<file path="config.mk">
export PLATFORM = sky130hd
export DESIGN_NAME = pcs_tx_path
export DESIGN_NICKNAME = d
export VERILOG_FILES = /design/src/rtl/pcs_tx_pkg.sv /design/src/rtl/pcs_tx_encoder.sv /design/src/rtl/pcs_tx_scrambler.sv /design/src/rtl/pcs_tx_serializer.sv /design/src/rtl/pcs_tx_mlt3.sv /design/src/rtl/pcs_tx_path.sv
export SDC_FILE = /design/constraint.sdc
export NUM_CORES = 1
export LEC_CHECK = 0
export ABC_AREA = 1
export BUFFER_PORTS_ARGS = -buffer_cell sky130_fd_sc_hd__buf_2
export CELL_PAD_IN_SITES_DETAIL_PLACEMENT = 0
export CELL_PAD_IN_SITES_GLOBAL_PLACEMENT = 2
export CORE_MARGIN = 8
export CORE_UTILIZATION = 33
export DETAILED_ROUTE_END_ITERATION = 8
export PLACE_DENSITY_LB_ADDON = 0.05
export SLEW_MARGIN = 20
export SYNTH_ARGS = -nofsm -noshare
export SYNTH_HDL_FRONTEND = slang
export SYNTH_SLANG_ARGS = --single-unit
</file>
<file path="constraint.sdc">
create_clock -name clk -period 1.71 [get_ports clk]
set_clock_uncertainty 0.2 [all_clocks]
set_input_delay 0.4275 -clock clk [delete_from_list [all_inputs] [get_ports clk]]
set_output_delay 0.4275 -clock clk [all_outputs]
set_load 0.02 [all_outputs]
</file>
<file path="src/rtl/pcs_tx_pkg.sv">
package pcs_tx_pkg;
  localparam int NIB_W  = 4;
  localparam int CODE_W = 5;

  typedef enum logic [1:0] {FS_IDLE, FS_K, FS_DATA, FS_R} frm_st_t;

  localparam logic [CODE_W-1:0] CG_IDLE = 5'b11111;
  localparam logic [CODE_W-1:0] CG_J    = 5'b11000;
  localparam logic [CODE_W-1:0] CG_K    = 5'b10001;
  localparam logic [CODE_W-1:0] CG_T    = 5'b01101;
  localparam logic [CODE_W-1:0] CG_R    = 5'b00111;
  localparam logic [CODE_W-1:0] CG_H    = 5'b00100;

  function automatic logic [CODE_W-1:0] map_nib(input logic [NIB_W-1:0] n);
    logic [CODE_W-1:0] c;
    case (n)
      4'h0: c = 5'b11110;
      4'h1: c = 5'b01001;
      4'h2: c = 5'b10100;
      4'h3: c = 5'b10101;
      4'h4: c = 5'b01010;
      4'h5: c = 5'b01011;
      4'h6: c = 5'b01110;
      4'h7: c = 5'b01111;
      4'h8: c = 5'b10010;
      4'h9: c = 5'b10011;
      4'hA: c = 5'b10110;
      4'hB: c = 5'b10111;
      4'hC: c = 5'b11010;
      4'hD: c = 5'b11011;
      4'hE: c = 5'b11100;
      default: c = 5'b11101;
    endcase
    return c;
  endfunction
endpackage

</file>
<file path="src/rtl/pcs_tx_encoder.sv">
module pcs_tx_encoder
  import pcs_tx_pkg::*;
(
  input  logic              clk,
  input  logic              rst,
  input  logic              load,
  input  logic              byp,
  input  logic              tx_en,
  input  logic              tx_er,
  input  logic [NIB_W-1:0]  txd,
  output logic [CODE_W-1:0] code,
  output logic              scr_en
);
  frm_st_t st, st_nxt;

  always_comb begin
    st_nxt = st;
    code   = CG_IDLE;
    scr_en = 1'b1;
    if (byp) begin
      code   = {tx_er, txd};
      scr_en = 1'b0;
      st_nxt = FS_IDLE;
    end else begin
      case (st)
        FS_IDLE: begin
          if (tx_en) begin
            code   = CG_J;
            st_nxt = FS_K;
          end
        end
        FS_K: begin
          code   = CG_K;
          st_nxt = FS_DATA;
        end
        FS_DATA: begin
          if (!tx_en) begin
            code   = CG_T;
            st_nxt = FS_R;
          end else if (tx_er) begin
            code = CG_H;
          end else begin
            code = map_nib(txd);
          end
        end
        default: begin
          code   = CG_R;
          st_nxt = FS_IDLE;
        end
      endcase
    end
  end

  always_ff @(posedge clk) begin
    if (rst)       st <= FS_IDLE;
    else if (load) st <= st_nxt;
  end

  // the K state is only ever entered from idle
  p_k_from_idle_r5: assert property (@(posedge clk) disable iff (rst)
    (load && !byp && st == FS_IDLE && tx_en) |=> (st == FS_K));
  p_k_entry_r5: assert property (@(posedge clk) disable iff (rst)
    (st == FS_K && $past(st) != FS_K) |-> ($past(st) == FS_IDLE));
  // R always follows T and is left after one group
  p_r_exit_r6: assert property (@(posedge clk) disable iff (rst)
    (load && !byp && st == FS_R) |=> (st == FS_IDLE));
endmodule

</file>
<file path="src/rtl/pcs_tx_scrambler.sv">
module pcs_tx_scrambler #(
  parameter int LFSR_W = 11,
  parameter int TAP    = 9
) (
  input  logic clk,
  input  logic rst,
  output logic key
);
  logic [LFSR_W-1:0] s;

  assign key = s[LFSR_W-1] ^ s[TAP-1];

  always_ff @(posedge clk) begin
    if (rst) s <= '1;
    else     s <= {s[LFSR_W-2:0], key};
  end

  // a nonzero seed never collapses to the all-zero lock-up state
  p_lfsr_nonzero_r7: assert property (@(posedge clk) disable iff (rst)
    s != '0);
endmodule

</file>
<file path="src/rtl/pcs_tx_serializer.sv">
module pcs_tx_serializer #(
  parameter int W = 5
) (
  input  logic         clk,
  input  logic         rst,
  input  logic [W-1:0] code_in,
  input  logic         scr_in,
  output logic         load,
  output logic         ser_bit,
  output logic         ser_scr
);
  localparam int PH_W = $clog2(W);
  localparam logic [PH_W-1:0] PH_LAST = PH_W'(W - 1);

  logic [PH_W-1:0] phase;
  logic [W-1:0]    sh;
  logic            rdy_q;
  logic            scr_q;

  assign load    = rdy_q;
  assign ser_bit = sh[W-1];
  assign ser_scr = scr_q;

  always_ff @(posedge clk) begin
    if (rst) begin
      phase <= '0;
      rdy_q <= 1'b1;
      sh    <= '0;
      scr_q <= 1'b0;
    end else begin
      phase <= (phase == PH_LAST) ? '0 : phase + 1'b1;
      rdy_q <= (phase == PH_LAST);
      if (rdy_q) begin
        sh    <= code_in;
        scr_q <= scr_in;
      end else begin
        sh <= {sh[W-2:0], 1'b0};
      end
    end
  end

  // phase stays in range and a load is followed by W-1 idle slots
  p_phase_range_r2: assert property (@(posedge clk) disable iff (rst)
    phase <= PH_LAST);
  p_rdy_gap_r2: assert property (@(posedge clk) disable iff (rst)
    rdy_q |=> !rdy_q);
  p_rdy_phase_r2: assert property (@(posedge clk) disable iff (rst)
    rdy_q |-> (phase == '0));
endmodule

</file>
<file path="src/rtl/pcs_tx_mlt3.sv">
module pcs_tx_mlt3 (
  input  logic              clk,
  input  logic              rst,
  input  logic              bit_in,
  output logic signed [1:0] lvl
);
  logic [1:0] idx;
  logic [1:0] idx_nxt;

  assign idx_nxt = bit_in ? idx + 2'd1 : idx;

  always_ff @(posedge clk) begin
    if (rst) begin
      idx <= 2'd0;
      lvl <= 2'sd0;
    end else begin
      idx <= idx_nxt;
      case (idx_nxt)
        2'd1:    lvl <= 2'sb01;
        2'd3:    lvl <= 2'sb11;
        default: lvl <= 2'sb00;
      endcase
    end
  end

  // hold on a zero, step on a one, unused code never driven
  p_hold_zero_r9: assert property (@(posedge clk) disable iff (rst)
    !bit_in |=> $stable(lvl));
  p_step_one_r9: assert property (@(posedge clk) disable iff (rst)
    bit_in |=> (lvl != $past(lvl)));
  p_legal_lvl_r9: assert property (@(posedge clk) disable iff (rst)
    lvl != 2'sb10);
endmodule

</file>
<file path="src/rtl/pcs_tx_path.sv">
module pcs_tx_path
  import pcs_tx_pkg::*;
#(
  parameter int LFSR_W = 11,
  parameter int TAP    = 9
) (
  input  logic              clk,
  input  logic              rst,
  input  logic              tx_en,
  input  logic              tx_er,
  input  logic [3:0]        txd,
  input  logic              byp_pin,
  input  logic              byp_cfg,
  input  logic              autoneg_off,
  output logic              nib_rdy,
  output logic signed [1:0] line_lvl
);
  logic              byp;
  logic              load;
  logic [CODE_W-1:0] code;
  logic              scr_en;
  logic              ser_bit;
  logic              ser_scr;
  logic              key;
  logic              line_bit;

  assign byp      = autoneg_off & (byp_pin | byp_cfg);
  assign nib_rdy  = load;
  assign line_bit = ser_bit ^ (ser_scr & key);

  pcs_tx_encoder u_enc (
    .clk(clk), .rst(rst), .load(load), .byp(byp),
    .tx_en(tx_en), .tx_er(tx_er), .txd(txd),
    .code(code), .scr_en(scr_en)
  );

  pcs_tx_serializer #(.W(CODE_W)) u_ser (
    .clk(clk), .rst(rst), .code_in(code), .scr_in(scr_en),
    .load(load), .ser_bit(ser_bit), .ser_scr(ser_scr)
  );

  pcs_tx_scrambler #(.LFSR_W(LFSR_W), .TAP(TAP)) u_scr (
    .clk(clk), .rst(rst), .key(key)
  );

  pcs_tx_mlt3 u_mlt (
    .clk(clk), .rst(rst), .bit_in(line_bit), .lvl(line_lvl)
  );

  // a bypass group is sent without scrambling
  p_bypass_raw_r10: assert property (@(posedge clk) disable iff (rst)
    (load && autoneg_off && (byp_pin || byp_cfg)) |=> !ser_scr);
  // without autoneg_off the bypass request is ignored
  p_anoff_gate_r11: assert property (@(posedge clk) disable iff (rst)
    (load && !autoneg_off) |=> ser_scr);
endmodule

</file>
==> flow_summary.json, run 1 <==
{
  "cp_data_required_time_ps": 1670,
  "initial_core_util": 0.336,
  "status": "finished clean",
  "grt.overflow.total": 0,
  "crit_family": "simple AND/OR/NAND/NOR gates",
  "drive_gt1_frac": 0.227,
  "syn_nets": 172,
  "static-leakage-power_nw": 0.638,
  "dpl.hpwl_um": 1770,
  "die_area_sq_um": 5860,
  "p_seq_frac": 0.553,
  "cts_max_level": 1,
  "diodes": 0,
  "drt_iter0_markers": 27,
  "final_core_util": 0.384,
  "grt_max_degree": 17,
  "syn_area_sq_um": 1210,
  "cts_tree": "yes",
  "yosysWarnings": 0,
  "setup_viol": 0,
  "clock_path_buffers": 2,
  "internal_power_uw": 909,
  "p_clk_frac": 0.292,
  "cts_setup_buffers": 0,
  "worstPathArrival_ps": 1470,
  "clk_transition_reported_paths_ps": 90,
  "drt-total-wl_um": 2230,
  "via_count": 961,
  "core_sq_um": 3610,
  "io_pins": 14,
  "start_kind": "register",
  "nets": 190,
  "worst_pin_slew_ps": 290,
  "postSynthCellCount": 155,
  "detail-route-antenna-nets": 0,
  "clk_latency_ps": 270,
  "fp.dieH_um": 76.6,
  "post-route-min-period_ps": 1510,
  "syn2layout_area_growth_pct": 14.5,
  "min_path_type": "register to register",
  "timing.fmax_mhz": 664,
  "die_x_um": 76.6,
  "relSlewSlack": 0.806,
  "synth-seq-area-share": 0.446,
  "cts_hold_buf": 0,
  "rows": 22,
  "firstDrtPassIters": 4,
  "cts_resized": 0,
  "ys_seq_elements": 27,
  "max_cap_viol_count": 0,
  "combPwrFrac": 0.154,
  "timing.final.ws_setup_ps": 203,
  "slowest_stage": "dfxtp_1",
  "hold_viol": 0,
  "dpl_cell_area_sq_um": 1340,
  "path_buf_inv": 1,
  "synth_area_per_cell_sq_um": 7.81,
  "finalMaxSlewViolations": 0,
  "crit_top_cell": "nand2_1",
  "rsz0062_at_grt": "no",
  "clock-sinks": 27,
  "fillers": 378,
  "cp-end-kind": "register",
  "route.detailed.drc": 0,
  "post-route-period-util": 0.881,
  "p_per_area_nw_per_um2": 893,
  "antenna_found_initial": 0,
  "place_ws_ps": 189,
  "first_global_vias": 924,
  "gp_congestion": 0.768,
  "power.share.switching": 0.266,
  "power.switching_uw": 329,
  "ir_worst_vdd_v": 0.000316,
  "slowest_delay_ps": 390,
  "final-seq-area_sq_um": 541,
  "tns_ps": 0,
  "hold_ws_ps": 211,
  "cp_max_fo": 4,
  "port-buffer-count": 13,
  "avgViaCountPerCell": 4.37,
  "cts_inserted_buffers": 3,
  "grt_usage": 0.0807,
  "fin_area_sq_um": 1390,
  "cts_root_buf": "clkbuf_8",
  "ys_types": 27,
  "wl_per_cell_um": 10.2,
  "grt_pass1_wl_um": 3940,
  "multi_input_area_sq_um": 562,
  "crit_type": "register to register",
  "crit_chain": "inv_1 -> ha_1 -> nand2_1 -> nand2_1 -> nor2_1 -> nand2_1 -> nand2_1 -> a21oi_1"
}
-- power groups by stage --
| stage | sequential, mW | combinational, mW | clock, mW |
|---|---|---|---|
| detailed placement | 0.701 | 0.194 | 0 |
| global placement | 0.699 | 0.191 | 0 |
| global route | 0.691 | 0.218 | 0.411 |
| finish | 0.685 | 0.191 | 0.362 |
| floorplan | 0.704 | 0.132 | 0 |
| CTS | 0.686 | 0.195 | 0.388 |
-- through the flow --
stage               total power [mW]  instances
floorplan                      0.836        155
global placement               0.890        216
detailed placement             0.894        216
CTS                             1.27        220
global route                    1.32        220
finish                          1.24        220
-- cell type report --
cell class              count  share of cell area
clock inverters             1             0.00542
repair buffers             16              0.0632
well taps                  48              0.0433
multi-input cells         102               0.405
flip-flops and latches     27               0.390
inverters                  23              0.0632
clock buffers               3              0.0298
-- cell families after synthesis --
logic type                 synth area share
xor gates and xnor gates             0.0145
and+or+nand+nor                       0.284
AOI/OAI and AO/OA                     0.103
buffers and inverters                0.0899
adders and majority gates            0.0620
DFF                                   0.446
-- final timing paths --
kind / start / to / slack, ps / cells after the start
worst max-delay path: u_enc.st[0]$_SDFFE_PP0P_ / u_ser.sh[2]$_SDFF_PP0_ / 200 / 8
worst min-delay path: u_scr.s[5]$_SDFF_PP1_ / u_scr.s[6]$_SDFF_PP1_ / 210 / 1
worst max register to register: u_enc.st[0]$_SDFFE_PP0P_ / u_ser.sh[2]$_SDFF_PP0_ / 200 / 8
worst min register to register: u_scr.s[5]$_SDFF_PP1_ / u_scr.s[6]$_SDFF_PP1_ / 210 / 1
-- worst reg2reg max path, delay by kind of cell, from the launching register on --
kind / cells / cell delay (ps)
AO/OA/AOI/OAI: 1 / 50
adder cells (fa/ha/maj): 1 / 240
buffers and inverters: 1 / 80
flip-flops: 1 / 390
AND/OR/NAND/NOR: 5 / 440
-- Yosys cell counts (all sizes together) --
library cell,n,share of area
clkinv,3,0.010
ha,6,0.062
nand3b,1,0.0062
nand4,2,0.010
nand2,38,0.13
xnor2,2,0.014
or2,10,0.052
inv,20,0.062
buf,3,0.018
nand3,9,0.041
o211ai,2,0.012
and3,1,0.0052
a21oi,10,0.051
o21ai,9,0.040
nor2,12,0.039
dfxtp,27,0.45
-- flip-flops by register name, summed over array words and instances (netlist names) --
register,count
u_ser.load,1
u_ser.phase,3
u_scr.s,11
u_mlt.lvl,2
u_enc.st,2
u_mlt.idx,2
u_ser.ser_scr,1
u_ser.sh,5
-- metal layers --
layer  share of wire  vias up  track usage
met5               0        -            0
met4          0.0085        0       0.0231
met3           0.036        2       0.0259
met2            0.47       18        0.141
met1            0.48      426       0.0907
li1                -      515            -
-- placed cells by master, fill, tap and decap left out, drive strengths merged, types with 6 or more instances in the layout --
| master | instances |
|---|---|
| a21oi | 10 |
| buf | 16 |
| dfxtp | 27 |
| ha | 6 |
| inv | 20 |
| nand2 | 38 |
| nand3 | 9 |
| nor2 | 12 |
| o21ai | 9 |
| or2 | 10 |
Note: power is estimated with default switching activity, not from simulation.
==> run 2, diff against run 1 <==
--- a/config.mk
+++ b/config.mk
@@ -13,7 +13,6 @@
 export CORE_UTILIZATION = 33
 export DETAILED_ROUTE_END_ITERATION = 8
 export PLACE_DENSITY_LB_ADDON = 0.05
-export SLEW_MARGIN = 20
 export SYNTH_ARGS = -nofsm -noshare
 export SYNTH_HDL_FRONTEND = slang
 export SYNTH_SLANG_ARGS = --single-unit
==> constraint.sdc (replaced) <==
create_clock -name clk -period 1.71 [get_ports clk]
set_clock_uncertainty 0.2 [all_clocks]
set_input_delay 0.513 -clock clk [delete_from_list [all_inputs] [get_ports clk]]
set_output_delay 0.513 -clock clk [all_outputs]
set_load 0.02 [all_outputs]
==> run 2 against run 1 <==
  * Clock power about the same
  * Setup slack lost 44 ps
  * Register-to-register slack got worse by 40 ps
  * Die area is the same
  * Critical path depth unchanged
  * Flip-flop and latch count stayed put
  * Sequential share of layout area decreased by 0.070 points
  * Fmax down 2.8%
  * Cell area increased by 0.18%
  * Non-clock buffer count stayed put
  * Worst hold slack lost 0.96 ps
  * Critical path type unchanged
  * Largest cell class unchanged
==> flow_summary.json, run 2 (synthesized netlist as in run 1, its figures left out) <==
{
  "combPwrFrac": 0.155,
  "clock-sinks": 27,
  "io_pins": 14,
  "cts_setup_buffers": 0,
  "timing.final.ws_setup_ps": 159,
  "r2r_start": "u_enc.st[0]$_SDFFE_PP0P_",
  "startpoint": "u_enc.st[0]$_SDFFE_PP0P_",
  "cts_hold_buf": 0,
  "start_kind": "register",
  "hold_ws_ps": 210,
  "min_from": "u_scr.s[6]$_SDFF_PP1_",
  "cts_root_buf": "clkbuf_8",
  "clk_transition_reported_paths_ps": 100,
  "grt_usage": 0.0824,
  "core_sq_um": 3610,
  "power.switching_uw": 329,
  "tns_ps": 0,
  "gp_congestion": 0.722,
  "largest_registers": "u_scr.s (11), u_ser.sh (5), u_ser.phase (3)",
  "grt_max_degree": 17,
  "fin_area_sq_um": 1390,
  "fillers": 375,
  "die_area_sq_um": 5860,
  "power.share.switching": 0.266,
  "largest_reg_flops": 11,
  "min_path_type": "register to register",
  "slowest_delay_ps": 360,
  "dpl.hpwl_um": 1800,
  "post-route-min-period_ps": 1550,
  "post-route-period-util": 0.907,
  "cp_data_required_time_ps": 1710,
  "rows": 22,
  "final_common_cell": "nand2_1",
  "timing.fmax_mhz": 645,
  "drt-total-wl_um": 2250,
  "firstDrtPassIters": 4,
  "drt_iter0_markers": 32,
  "rsz0062_at_grt": "no",
  "avgViaCountPerCell": 4.32,
  "setup_viol": 0,
  "top_register": "u_scr.s",
  "p_clk_frac": 0.292,
  "crit_family": "simple AND/OR/NAND/NOR gates",
  "worst_pin_slew_ps": 285,
  "route.detailed.drc": 0,
  "cp-end-kind": "register",
  "fp.dieH_um": 76.6,
  "via_count": 950,
  "grt_pass1_wl_um": 4160,
  "p_seq_frac": 0.553,
  "detail-route-antenna-nets": 0,
  "crit_chain": "inv_1 -> ha_1 -> nand2_1 -> nor2_2 -> nand3_1 -> nand2_1 -> nand3_1 -> a21oi_1",
  "crit_type": "register to register",
  "internal_power_uw": 909,
  "static-leakage-power_nw": 0.638,
  "initial_core_util": 0.336,
  "ir_worst_vdd_v": 0.000330,
  "die_x_um": 76.6,
  "worstPathArrival_ps": 1550,
  "clk_latency_ps": 270,
  "grt.overflow.total": 0,
  "place_ws_ps": 123,
  "cts_resized": 0,
  "dpl_cell_area_sq_um": 1340,
  "diodes": 0,
  "clock_path_buffers": 2,
  "power.total_mw": 1.24,
  "place_inst": 216,
  "final_cells": 220,
  "final_core_util": 0.385,
  "path_buf_inv": 1,
  "cts_max_level": 1,
  "nets": 190,
  "p_per_area_nw_per_um2": 892,
  "slowest_stage": "dfxtp_1",
  "cts_inserted_buffers": 3,
  "hold_viol": 0,
  "drive_gt1_frac": 0.233,
  "most-common-layout-cells": "nand2_1 (34), dfxtp_1 (27), inv_1 (17), buf_2 (13), nor2_1 (10)",
  "finalMaxSlewViolations": 0,
  "antenna_found_initial": 0,
  "cp_max_fo": 4,
  "max_cap_viol_count": 0,
  "relSlewSlack": 0.810,
  "wl_per_cell_um": 10.2,
  "cts_tree": "yes",
  "syn2layout_area_growth_pct": 14.7,
  "port-buffer-count": 13,
  "first_global_vias": 971,
  "status": "finished clean"
}
## run 2: cell counts in the layout (fill, tap and decap cells not counted)
Identical to the previous run, type by type.
## run 2: final cells by class
type	instances	area (sq um)	share of cell area
clock buffers	3	41.3	0.0297
clock inverters	1	7.51	0.00541
inverters	23	87.6	0.0631
multi-input cells	102	564	0.406
flip-flops and latches	27	541	0.389
well taps	48	60.1	0.0432
repair buffers	16	87.6	0.0631
## run 2: per-layer routing
metal | GRT usage | vias to the layer above | wire (um)
met5 | 0 | - | 0
met4 | 0.0288 | 0 | 19
met3 | 0.0165 | 2 | 54
met2 | 0.137 | 9 | 1050
met1 | 0.102 | 422 | 1130
li1 | - | 517 | -
## run 2: worst paths after layout
path,endpoint,slack [ps],cells after the start
worst max-delay path,u_ser.sh[4]$_SDFF_PP0_,160,8
worst min-delay path,u_scr.s[7]$_SDFF_PP1_,210,1
worst max register to register,u_ser.sh[4]$_SDFF_PP0_,160,8
worst min register to register,u_scr.s[7]$_SDFF_PP1_,210,1
## run 2: power groups by stage
stage          Sequential, mW  Combinational [mW]  Clock (mW)
4_1_cts                 0.686               0.195       0.375
5_1_grt                 0.691               0.224       0.391
6_report                0.685               0.192       0.362
3_5_place_dp            0.700               0.194           0
2_1_floorplan           0.704               0.132           0
3_3_place_gp            0.699               0.191           0
## run 2: worst reg2reg max path, cell delays in order, from the launching register on
cell and delay, ps:
dfxtp_1 360, inv_1 90, ha_1 230, nand2_1 100, nor2_2 120, nand3_1 100, nand2_1 70, nand3_1 80
a21oi_1 130
==> run 3, diff against run 2 <==
==> constraint.sdc (replaced) <==
create_clock -name clk -period 1.71 [get_ports clk]
set_clock_uncertainty 0.2 [all_clocks]
set_input_delay 0 -clock clk [delete_from_list [all_inputs] [get_ports clk]]
set_output_delay 0 -clock clk [all_outputs]
set_load 0.02 [all_outputs]
==> run 3 against run 2 <==
  * Largest power group unchanged
  * Combinational power is 6% higher
  * Critical endpoint is now u_ser.sh[1]$_SDFF_PP0_
  * First-iteration DRC count is 22% lower
  * Die area stayed put
  * Wire length is 3.4% higher
  * Cell area is 8.0% higher
==> flow_summary.json, run 3 (synthesized netlist as in run 1, its figures left out) <==
{
  "r2r_start": "u_enc.st[0]$_SDFFE_PP0P_",
  "slowest_stage": "dlygate4sd3_1",
  "fin_area_sq_um": 1500,
  "largest_registers": "u_scr.s (11), u_ser.sh (5), u_ser.phase (3)",
  "cts_root_buf": "clkbuf_8",
  "fp.dieH_um": 76.6,
  "grt.overflow.total": 0,
  "nets": 200,
  "cp-end-kind": "register",
  "cp_max_fo": 4,
  "die_area_sq_um": 5860,
  "final_common_cell": "nand2_1",
  "relSlewSlack": 0.663,
  "via_count": 1001,
  "min_path_type": "register to register",
  "firstDrtPassIters": 4,
  "grt_pass1_wl_um": 3900,
  "core_sq_um": 3610,
  "min_from": "u_scr.s[6]$_SDFF_PP1_",
  "multi_input_area_sq_um": 573,
  "ir_worst_vdd_v": 0.000302,
  "p_clk_frac": 0.289,
  "drive_gt1_frac": 0.220,
  "drt_iter0_markers": 25,
  "route.detailed.drc": 0,
  "internal_power_uw": 925,
  "rows": 22,
  "power.switching_uw": 336,
  "final-seq-area_sq_um": 541,
  "largest_reg_flops": 11,
  "crit_chain": "dlygate4sd3_1 -> buf_2 -> o21ai_4 -> inv_2 -> nand2_1 -> dlygate4sd3_1 -> nand2_1 -> a21oi_2",
  "worst_r2r_path_depth": 8,
  "detail-route-antenna-nets": 0,
  "post-route-min-period_ps": 1660,
  "min_delay_path_depth": 1,
  "port-buffer-count": 13,
  "top_register": "u_scr.s",
  "fillers": 386,
  "avgViaCountPerCell": 4.35,
  "power.share.switching": 0.267,
  "worst_pin_slew_ps": 504,
  "drt-total-wl_um": 2330,
  "diodes": 0,
  "final_core_util": 0.416,
  "timing.rr.end": "u_ser.sh[1]$_SDFF_PP0_",
  "crit_cells": 8,
  "ff2ff_setup_slack_ps": 160,
  "grt_usage": 0.0797,
  "static-leakage-power_nw": 0.677,
  "clk_latency_ps": 270,
  "p_seq_frac": 0.549,
  "io_pins": 14,
  "slowest_delay_ps": 540,
  "status": "finished clean",
  "start_kind": "primary input",
  "place_inst": 214,
  "timing.final.ws_setup_ps": 49.6,
  "initial_core_util": 0.336,
  "dpl.hpwl_um": 1750,
  "clock-sinks": 27,
  "clock_path_buffers": 2,
  "grt_max_degree": 17,
  "max_cap_viol_count": 0,
  "cts_inserted_buffers": 3,
  "p_per_area_nw_per_um2": 841,
  "hold_viol": 0,
  "combPwrFrac": 0.162,
  "syn2layout_area_growth_pct": 23.9,
  "first_global_vias": 898,
  "cts_max_level": 1,
  "die_x_um": 76.6,
  "cts_tree": "yes",
  "most-common-layout-cells": "nand2_1 (34), dfxtp_1 (27), inv_1 (16), buf_2 (13)",
  "gp_congestion": 0.810,
  "path_buf_inv": 4,
  "crit_family": "buffers and inverters",
  "wl_per_cell_um": 10.1,
  "clk_transition_reported_paths_ps": 90,
  "worstPathArrival_ps": 1670,
  "antenna_found_initial": 0,
  "setup_viol": 0,
  "finalMaxSlewViolations": 0,
  "final_cells": 230,
  "whs_endpoint": "u_scr.s[7]$_SDFF_PP1_",
  "post-route-period-util": 0.971,
  "crit_type": "primary input to register",
  "timing.fmax_mhz": 602,
  "cp_data_required_time_ps": 1720,
  "place_ws_ps": 173,
  "dpl_cell_area_sq_um": 1320
}
-- run 3: timing repair --
action / CTS / global route
endpoints found under the hold margin: 20 / 0
endpoints found under the setup margin: 0 / 1
hold buffers: 11 / 0
resized for setup: 0 / 3
setup buffers: 0 / 1
-- run 3: final cells by class --
cell class	count	share of cell area
Multi-Input combinational cell	102	0.382
Sequential cell	27	0.360
Timing Repair Buffer	26	0.127
Inverter	23	0.0584
Tap cell	48	0.0400
Clock buffer	3	0.0275
Clock inverter	1	0.00500
-- run 3: worst max path at each step --
stage	start	to	slack, ps
global placement	u_enc.st[0]$_SDFFE_PP0P_	u_ser.sh[4]$_SDFF_PP0_	210
finish	byp_pin	u_ser.sh[1]$_SDFF_PP0_	50
detailed placement	u_enc.st[0]$_SDFFE_PP0P_	u_ser.sh[2]$_SDFF_PP0_	170
CTS	byp_cfg	u_ser.sh[1]$_SDFF_PP0_	20
global route	byp_pin	u_ser.sh[1]$_SDFF_PP0_	-20
floorplan	u_enc.st[0]$_SDFFE_PP0P_	u_ser.sh[2]$_SDFF_PP0_	320
-- run 3: worst register-to-register path: cells and delay by family (launching register included) --
family	cells	cell delay, ps
simple gates	5	460
flops	1	390
fa+ha+maj	1	240
buf+inv	1	80
compound gates	1	50
-- run 3: routing by layer --
| layer | GRT usage | share of wire | wire length, um | vias to the layer above |
|---|---|---|---|---|
| met5 | 0 | 0 | 0 | - |
| met1 | 0.0946 | 0.48 | 1110 | 453 |
| met2 | 0.131 | 0.48 | 1130 | 11 |
| met4 | 0.0288 | 0.0056 | 13 | 0 |
| met3 | 0.0248 | 0.034 | 80 | 2 |
| li1 | - | - | - | 535 |
-- run 3: through the flow --
stage | hold slack (ps) | TNS, ps | total power, mW
after floorplan | -93.5 | 0 | 0.836
after global placement | 149 | 0 | 0.885
after detailed placement | 160 | 0 | 0.888
after CTS | 219 | 0 | 1.28
after global routing | 240 | -20.8 | 1.35
final | 216 | 0 | 1.26
-- run 3: power groups by stage --
stage	logic (mW)	clock network, mW	registers, mW
after floorplan	0.132	0	0.704
after global placement	0.180	0	0.705
after detailed placement	0.181	0	0.707
after CTS	0.200	0.386	0.693
after global routing	0.232	0.417	0.699
final	0.204	0.365	0.692
